==> src/rtl/bus_tenure_pkg.sv <==
package bus_tenure_pkg;

  typedef enum logic [2:0] {
    POL_ON_REQ         = 3'd0,
    POL_TIMED          = 3'd1,
    POL_TIMED_IF_REQ   = 3'd2,
    POL_TIMED_IF_CLR   = 3'd3,
    POL_REQ_AFTER_TIME = 3'd4,
    POL_REQ_OR_TIME    = 3'd5
  } relPolicy_e;

  typedef enum logic [1:0] {
    ST_IDLE = 2'd0,
    ST_ASK  = 2'd1,
    ST_HELD = 2'd2
  } tenureState_e;

  // strobes from control to datapath
  typedef struct packed {
    logic clrTimer;
    logic runTimer;
    logic drvReq;
    logic holdBus;
  } ctlStrobe_t;

endpackage

==> src/rtl/bus_tenure_dp.sv <==
module bus_tenure_dp
  import bus_tenure_pkg::*;
#(
  parameter int TIMEOUT_CYC = 8,
  parameter int NUM_LEVELS  = 4,
  localparam int LVL_W = (NUM_LEVELS > 1) ? $clog2(NUM_LEVELS) : 1,
  localparam int TMR_W = (TIMEOUT_CYC > 2) ? $clog2(TIMEOUT_CYC) : 1
) (
  input  logic                  clk,
  input  logic                  rst,
  input  ctlStrobe_t            strobe,
  input  logic [2:0]            policySel,
  input  logic                  otherReq,
  input  logic                  busClear,
  input  logic [LVL_W-1:0]      reqLevel,
  output logic [NUM_LEVELS-1:0] busReq,
  output logic                  busBusy,
  output logic                  relWanted
);

  localparam logic [TMR_W-1:0] TMR_LAST = TMR_W'(TIMEOUT_CYC - 1);

  logic [TMR_W-1:0] tmrCount;
  logic             tmrExpired;

  assign tmrExpired = (tmrCount == TMR_LAST);

  // tenure timer: cleared outside ownership, saturates at its last value
  always_ff @(posedge clk) begin
    if (rst || strobe.clrTimer) begin
      tmrCount <= '0;
    end else if (strobe.runTimer && !tmrExpired) begin
      tmrCount <= tmrCount + 1'b1;
    end
  end

  // policy evaluation
  always_comb begin
    case (policySel)
      POL_ON_REQ:         relWanted = otherReq;
      POL_TIMED_IF_REQ:   relWanted = tmrExpired && otherReq;
      POL_TIMED_IF_CLR:   relWanted = tmrExpired && busClear;
      POL_REQ_AFTER_TIME: relWanted = otherReq && tmrExpired;
      POL_REQ_OR_TIME:    relWanted = otherReq || tmrExpired;
      default:            relWanted = tmrExpired;
    endcase
  end

  // one-hot request line decode
  genvar g;
  generate
    for (g = 0; g < NUM_LEVELS; g++) begin : g_lvl
      assign busReq[g] = strobe.drvReq && (reqLevel == LVL_W'(g));
    end
  endgenerate

  assign busBusy = strobe.holdBus;

endmodule

==> src/rtl/bus_tenure_fsm.sv <==
module bus_tenure_fsm
  import bus_tenure_pkg::*;
(
  input  logic       clk,
  input  logic       rst,
  input  logic       needBus,
  input  logic       busGrant,
  input  logic       relWanted,
  input  logic       xferBusy,
  output ctlStrobe_t strobe
);

  tenureState_e state, stateNext;

  always_comb begin
    stateNext = state;
    case (state)
      ST_IDLE: if (needBus)                 stateNext = ST_ASK;
      ST_ASK:  if (busGrant)                stateNext = ST_HELD;
      ST_HELD: if (relWanted && !xferBusy)  stateNext = ST_IDLE;
      default:                              stateNext = ST_IDLE;
    endcase
  end

  always_ff @(posedge clk) begin
    if (rst) state <= ST_IDLE;
    else     state <= stateNext;
  end

  always_comb begin
    strobe.clrTimer = (state != ST_HELD);
    strobe.runTimer = (state == ST_HELD);
    strobe.drvReq   = (state == ST_ASK);
    strobe.holdBus  = (state == ST_HELD);
  end

endmodule

==> src/rtl/bus_tenure.sv <==
module bus_tenure
  import bus_tenure_pkg::*;
#(
  parameter int TIMEOUT_CYC = 8,
  parameter int NUM_LEVELS  = 4,
  localparam int LVL_W = (NUM_LEVELS > 1) ? $clog2(NUM_LEVELS) : 1
) (
  input  logic                  clk,
  input  logic                  rst,
  input  logic                  accValid,
  input  logic                  accHitWin,
  input  logic                  iackNeed,
  input  logic                  xferBusy,
  input  logic [2:0]            policySel,
  input  logic [LVL_W-1:0]      reqLevel,
  input  logic                  busGrant,
  input  logic                  otherReq,
  input  logic                  busClear,
  output logic [NUM_LEVELS-1:0] busReq,
  output logic                  busBusy
);

  ctlStrobe_t strobe;
  logic       relWanted;
  logic       needBus;

  assign needBus = (accValid && accHitWin) || iackNeed;

  bus_tenure_fsm u_fsm (
    .clk       (clk),
    .rst       (rst),
    .needBus   (needBus),
    .busGrant  (busGrant),
    .relWanted (relWanted),
    .xferBusy  (xferBusy),
    .strobe    (strobe)
  );

  bus_tenure_dp #(
    .TIMEOUT_CYC (TIMEOUT_CYC),
    .NUM_LEVELS  (NUM_LEVELS)
  ) u_dp (
    .clk       (clk),
    .rst       (rst),
    .strobe    (strobe),
    .policySel (policySel),
    .otherReq  (otherReq),
    .busClear  (busClear),
    .reqLevel  (reqLevel),
    .busReq    (busReq),
    .busBusy   (busBusy),
    .relWanted (relWanted)
  );

endmodule

==> config.mk <==
export PLATFORM = sky130hd
export DESIGN_NAME = bus_tenure
export DESIGN_NICKNAME = d
export VERILOG_FILES = /design/src/rtl/bus_tenure_pkg.sv /design/src/rtl/bus_tenure_dp.sv /design/src/rtl/bus_tenure_fsm.sv /design/src/rtl/bus_tenure.sv
export SDC_FILE = /design/constraint.sdc
export NUM_CORES = 1
export LEC_CHECK = 0
export ABC_AREA = 1
export BUFFER_PORTS_ARGS = -buffer_cell sky130_fd_sc_hd__buf_2
export CAP_MARGIN = 20
export CORE_AREA = 2 2 39 41
export DETAILED_ROUTE_END_ITERATION = 8
export DIE_AREA = 0 0 41 43
export SLEW_MARGIN = 20
export SYNTH_ARGS = -nofsm -noshare
export SYNTH_HDL_FRONTEND = slang
export SYNTH_HIERARCHICAL = 1
export SYNTH_SLANG_ARGS = --single-unit
==> constraint.sdc <==
create_clock -name clk -period 4.6 [get_ports clk]
set_clock_uncertainty 0.2 [all_clocks]
set_input_delay 1.38 -clock clk [delete_from_list [all_inputs] [get_ports clk]]
set_output_delay 1.38 -clock clk [all_outputs]
set_load 0.005 [all_outputs]
## Word level (Yosys, flattened, before mapping)

Index checks and enable logic that the tools add are counted.

| word-level totals | value |
|---|---|
| input port bits | 14 |
| bits in registers | 5 |

| operators by class | value |
|---|---|
| reductions and logical operators | 19 |
| add/subtract/negate cells | 1 |
| eq/ne operators | 14 |
| muxes and demuxes | 5 |

Operators with widths:

| operator | count |
|---|---|
| $eq 3x3->1 const B | 3 |
| $logic_and 1x1->1 | 9 |
| $eq 2x2->1 const B | 3 |
| $eq 3x2->1 const B | 2 |
| $mux 2 | 3 |
| $ne 2x2->1 const B | 3 |
| $pmux 2 s3 | 1 |
| $eq 2x1->1 const B | 2 |
| $logic_not 2->1 | 2 |
| $pmux 1 s4 | 1 |
| $add 3x1->3 const B | 1 |
| $logic_not 3->1 | 1 |
| $logic_or 1x1->1 | 3 |
| $reduce_and 3->1 | 1 |
| $logic_not 1->1 | 2 |
| $ne 2x1->1 const B | 1 |
| $reduce_or 2->1 | 1 |

## Longest topological paths before layout

Gate-level depths: netlist of the first run.

| depth | value |
|---|---|
| depth after elaboration | 6 |
| mapped depth | 9 |

## Cells and area by module

The synthesis of the first run kept the hierarchy.

Modules (own cells, without submodules):

| module | instances | cells each | area an instance (sq um) |
|---|---|---|---|
| bus_tenure_dp | 1 | 44 | 256.5 |
| bus_tenure_fsm | 1 | 18 | 127.6 |
| bus_tenure | 1 | 3 | 11.3 |

## Worst setup path after synthesis of the first run

Ideal clock, no wire load.

| path | value |
|---|---|
| path kind | input -> output |
| start point | input reqLevel[1] |
| end point | output busReq[3] |
| data arrival time | 1.618 ns |
| stages | 2 |
| data required time | 3.020 ns |
| buffers on the path | 0 |
| setup slack | 1.402 ns |
| path through | inv_1 nor3_1 |

| between the ends | value |
|---|---|
| word-level cells in the longest chain between the ends | 2 |

Ends and longest elaborated chain:

| item | RTL line | text |
|---|---|---|
| from (decl) | bus_tenure.sv:15 | `input logic [LVL_W-1:0] reqLevel,` |
| $eq 2x2->1 | bus_tenure_dp.sv:53 | `assign busReq[g] = strobe.drvReq && (reqLevel == LVL_W'(g));` |
| $logic_and 1x1->1 | bus_tenure_dp.sv:53 |  |
| to (decl) | bus_tenure.sv:19 | `output logic [NUM_LEVELS-1:0] busReq,` |

Every way passes these cells.

## Worst setup path in the final report of the first run

Same ends and word-level chain as after synthesis.

==> results of run 1 <==
==> per-layer routing <==
| layer | GRT usage, % | up-vias | routed length (um) |
|---|---|---|---|
| li1 | - | 233 | - |
| met1 | 9.97 | 169 | 326 |
| met2 | 15.3 | 12 | 366 |
| met3 | 3.14 | 0 | 59 |
| met4 | 8.00 | 0 | 0 |
| met5 | 0 | - | 0 |
==> flip-flops by register name, summed over array words and instances, names as in the netlist <==
signal / count
u_fsm/state: 2
u_dp/tmrCount: 3
==> cell families after synthesis <==
kind of cell             share of synthesized area, %
adder cells (fa/ha/maj)                          6.33
flip-flops                                       25.3
AND/OR/NAND/NOR                                  40.2
buffers and inverters                            19.9
AO/OA/AOI/OAI                                    8.23
==> cell type report <==
class                           instances  area (um2)  area share [%]
Clock buffer                            4        26.3            5.16
Inverter                               15        56.3            11.1
Multi-Input combinational cell         42         216            42.5
Sequential cell                         5         100            19.7
Tap cell                               16        20.0            3.93
Timing Repair Buffer                   18        90.1            17.7
==> cells in the final DEF (no fill, tap or decap) <==
cell type | netlist | final
nand2_1 | 19 | 19
nor2_1 | 3 | 3
a21oi_2 | 2 | 2
inv_1 | 11 | 11
clkbuf_1 | 0 | 1
or2_1 | 1 | 1
nand2_4 | 1 | 1
clkbuf_4 | 0 | 3
a21oi_1 | 3 | 3
nor3_1 | 4 | 4
inv_2 | 4 | 4
nand3_1 | 4 | 4
dfxtp_1 | 5 | 5
buf_2 | 0 | 18
nor2_2 | 2 | 2
nand2_2 | 1 | 1
ha_1 | 2 | 2
==> power breakdown <==
part	internal [W]	switching, W	total (W)	leakage [nW]
registers	0.0000450	0.00000157	0.0000466	0.0406
clock network	0.0000328	0.0000185	0.0000513	0.0150
logic	0.0000107	0.0000131	0.0000238	0.221
total	0.0000885	0.0000331	0.000122	0.276
==> path summary, 6_finish.rpt <==
path                                    to  slack (ps)
max                              busReq[3]        1200
min          u_dp/tmrCount[2]$_SDFFE_PP0P_         270
max reg2reg    u_fsm/state[1]$_SDFFE_PP0P_        3080
min reg2reg  u_dp/tmrCount[2]$_SDFFE_PP0P_         270
==> through the flow <==
stage	cell area (um2)	utilization (%)	hold WS, ps
2_1_floorplan	395	-	246
3_3_place_gp	483	34.9	255
3_5_place_dp	483	34.9	261
4_1_cts	509	36.8	268
5_1_grt	509	36.8	314
6_report	509	36.8	268
==> critical path: stages <==
cell,delay [ps]
buf_2,100
inv_1,50
nor3_1,160
buf_2,130
==> metrics.csv, run 1 <==
metric,value,unit
status,completed,
setup-tns-final,0,ps
synth-edff-count,0,
period_share,73.9,%
areaGrowthSynthToFinish,28.8,%
htreeDepth,1,
drt_iter0_markers,9,
wl_per_cell,7.52,um
cts-root-buf,clkbuf_4,
r2r_cells,9,
core_area,1380,um2
worstHoldPathType,reg2reg,
fillers,162,
synth_top_area_share,25.3,%
post_cts_buffers,0,
vias_per_cell,4.14,
ir_worst_vdd,0.0000964,V
yosys_warnings,6,
tightest_slew,262,ps
syn_area_per_cell,6.08,um2
fin_crit,3400,ps
hold_viol_final,0,
die-height,43,um
drtAntennaViolNets,0,
cts_tree,yes,
min_from,u_dp/tmrCount[2]$_SDFFE_PP0P_,
ys_seq_area_share,25.3,%
antenna_found_initial,0,
min_path_cells,2,
cts_resized,0,
worstPathArrival,1820,ps
grtUsageTotal,9.84,%
first_pass_iters,4,
drv_cap,0,
grt_pass1_vias,346,
rsz0062_at_grt,false,
clock-sinks,5,
nNetsFinal,101,
syn-num-nets,81,
vias,414,
clk_latency,240,ps
cp-startpoint,reqLevel[1],
die_width,41,um
synth_ff_type,dfxtp_1,
holdBufCountCts,0,
syn_inst,65,
yosys.area.top_type,dfxtp_1,
drive_gt1_share,36.9,%
rows,14,
timing.slew.headroom,82.5,%
drc_errors,0,
endpoint_kind,primary output,
p_total,0.000122,W
ios,19,
start_util,28.6,%
die-area,1760,um2
drt-total-wl,752,um
layout.cells.non_filler,100,
synth-seq-cells,5,
clock_path_buffers,2,
n_antenna_cell,0,
clk_pin_slew_worst_paths,40,ps
cts-buffers-inserted,3,
grt_start_max_net_pins,5,
slew_violations,0,
yosysMostFrequentCell,nand2_1,
grt_overflow,0,
p_per_area,239,nW/um2
dp_hpwl,611,um
cellLeakagePower,0.276,nW
critPathKind,in2out,
worst_slack,1200,ps
synth_common_cells,"nand2_1, inv_1, dfxtp_1",
setup_viol,0,
grt_pass1_wl,1.17,mm
max_clock_freq,294,MHz
r2r_start,u_dp/tmrCount[0]$_SDFFE_PP0P_,
ys_types,15,
syn_area,395,um2
post-place-ws,1200,ps
port_buffers,18,
crit_required,3020,ps
start_kind,input port,
async_reset_ff_share,0,%
place_congestion,0.759,
path_max_fanout,3,
place_inst,96,
synthTopCellsByArea,"dfxtp_1, nand2_1, inv_1, ha_1, buf_4",
No activity file was read; power rests on OpenSTA's default activity.
==> inputs of run 2 (changes only) <==
clock period = 3.3 ns   (was 4.6 ns; I/O delays follow)
==> run 2 against run 1 <==
Effect of this change:
- register-to-register slack lost 1300 ps
- non-clock buffer count unchanged
- hold slack hardly changed
- flip-flop and latch count stayed put
- largest power group unchanged
==> metrics.csv, run 2 (same netlist as run 1, synthesis figures left out) <==
metric,value,unit
max_clock_freq,380,MHz
final_cell_mix,"nand2_1, buf_2, inv_1",
clockPowerShare,42.0,%
timing.slew.headroom,82.3,%
path_max_fanout,3,
clk_pin_slew_worst_paths,40,ps
start_kind,input port,
first_pass_iters,3,
critPathMaxStageDelay,170,ps
die-area,1760,um2
hold_viol_final,0,
clock_path_buffers,2,
drc_errors,0,
crit_required,2110,ps
drtAntennaViolNets,0,
status,completed,
ios,19,
n_antenna_cell,0,
areaGrowthSynthToFinish,28.8,%
htreeDepth,1,
vias_per_cell,4.06,
port_buffers,18,
clock-sinks,5,
setup_viol,0,
cell_internal_pwr,0.000123,W
worstHoldPathType,reg2reg,
critPathKind,in2out,
seqPwrFrac,38.3,%
slowest_stage,nor3_1,
grt_pass1_wl,1.21,mm
start_util,28.6,%
cellLeakagePower,0.276,nW
drt_iter0_markers,3,
setup-tns-final,0,ps
cts-buffers-inserted,3,
grtUsageTotal,10.3,%
nNetsFinal,101,
slew_violations,0,
period_share,79.7,%
holdBufCountCts,0,
drt-total-wl,751,um
cp_common_cell,buf_2,
antenna_found_initial,0,
pwr-share-comb,19.6,%
cts-root-buf,clkbuf_4,
grt_pass1_vias,351,
vias,406,
reg_top3,"u_dp/tmrCount: 3 flops, u_fsm/state: 2 flops",
dp_hpwl,617,um
final_common_cell,nand2_1,
fin_crit,2630,ps
ir_worst_vdd,0.000138,V
largest-register,u_dp/tmrCount,
die-height,43,um
p_sw,0.0000457,W
cts_tree,yes,
largest_reg_flops,3,
rsz0062_at_grt,false,
rows,14,
p_per_area,332,nW/um2
p_total,0.000169,W
core_area,1380,um2
die_width,41,um
drive_gt1_share,36.9,%
drv_cap,0,
worstPathArrival,1440,ps
place_congestion,0.758,
clk_latency,240,ps
endpoint_kind,primary output,
grt_overflow,0,
crit_chain,buf_2 -> inv_1 -> nor3_1 -> buf_2,
tightest_slew,265,ps
cts_resized,0,
wl_per_cell,7.51,um
grt_start_max_net_pins,5,
post_cts_buffers,0,
p_sw_share,27.0,%
-- run 2: cell counts in the layout (fill, tap and decap cells not counted) --
Identical to the previous run, type by type.
-- run 2: layout make-up --
type	count	area (um2)
timing repair buffer	18	90.1
clock buffer	4	26.3
fill	168	875
sequential	5	100
multi-input combinational	42	216
inverter	15	56.3
tap	16	20.0
-- run 2: metrics by stage --
stage	instances	area [um2]	hold slack, ps	worst slack (ps)	util, %
floorplan	65	395	246	882	-
global placement	96	483	255	689	34.9
detailed placement	96	483	261	664	34.9
CTS	100	509	268	663	36.8
global route	100	509	314	619	36.8
finish	100	509	268	670	36.8
-- run 2: final timing paths --
| kind | end | depth (start not counted) | start | slack (ps) |
|---|---|---|---|---|
| worst min-delay path | u_dp/tmrCount[2]$_SDFFE_PP0P_ | 2 | u_dp/tmrCount[2]$_SDFFE_PP0P_ | 270 |
| worst min register to register | u_dp/tmrCount[2]$_SDFFE_PP0P_ | 2 | u_dp/tmrCount[2]$_SDFFE_PP0P_ | 270 |
| worst max register to register | u_fsm/state[1]$_SDFFE_PP0P_ | 9 | u_dp/tmrCount[0]$_SDFFE_PP0P_ | 1790 |
| worst max-delay path | busReq[3] | 4 | reqLevel[1] | 670 |
-- run 2: worst max-delay path, delay by kind of cell --
| family | cells | cell delay (ps) |
|---|---|---|
| buffers and inverters | 3 | 290 |
| AND/OR/NAND/NOR | 1 | 170 |
-- run 2: power by group through the flow --
stage	registers [W]	clock network [W]	logic (W)
finish	0.0000648	0.0000711	0.0000332
global route	0.0000651	0.0000810	0.0000383
CTS	0.0000648	0.0000750	0.0000338
detailed placement	0.0000659	0	0.0000337
global placement	0.0000659	0	0.0000327
floorplan	0.0000657	0	0.0000228
-- run 2: per-layer routing --
layer / wire [um] / up-vias / global-route usage (%)
met3: 37 / 0 / 3.14
met2: 356 / 7 / 15.3
met5: 0 / - / 0
met1: 357 / 167 / 11.3
li1: - / 232 / -
met4: 0 / 0 / 8.00
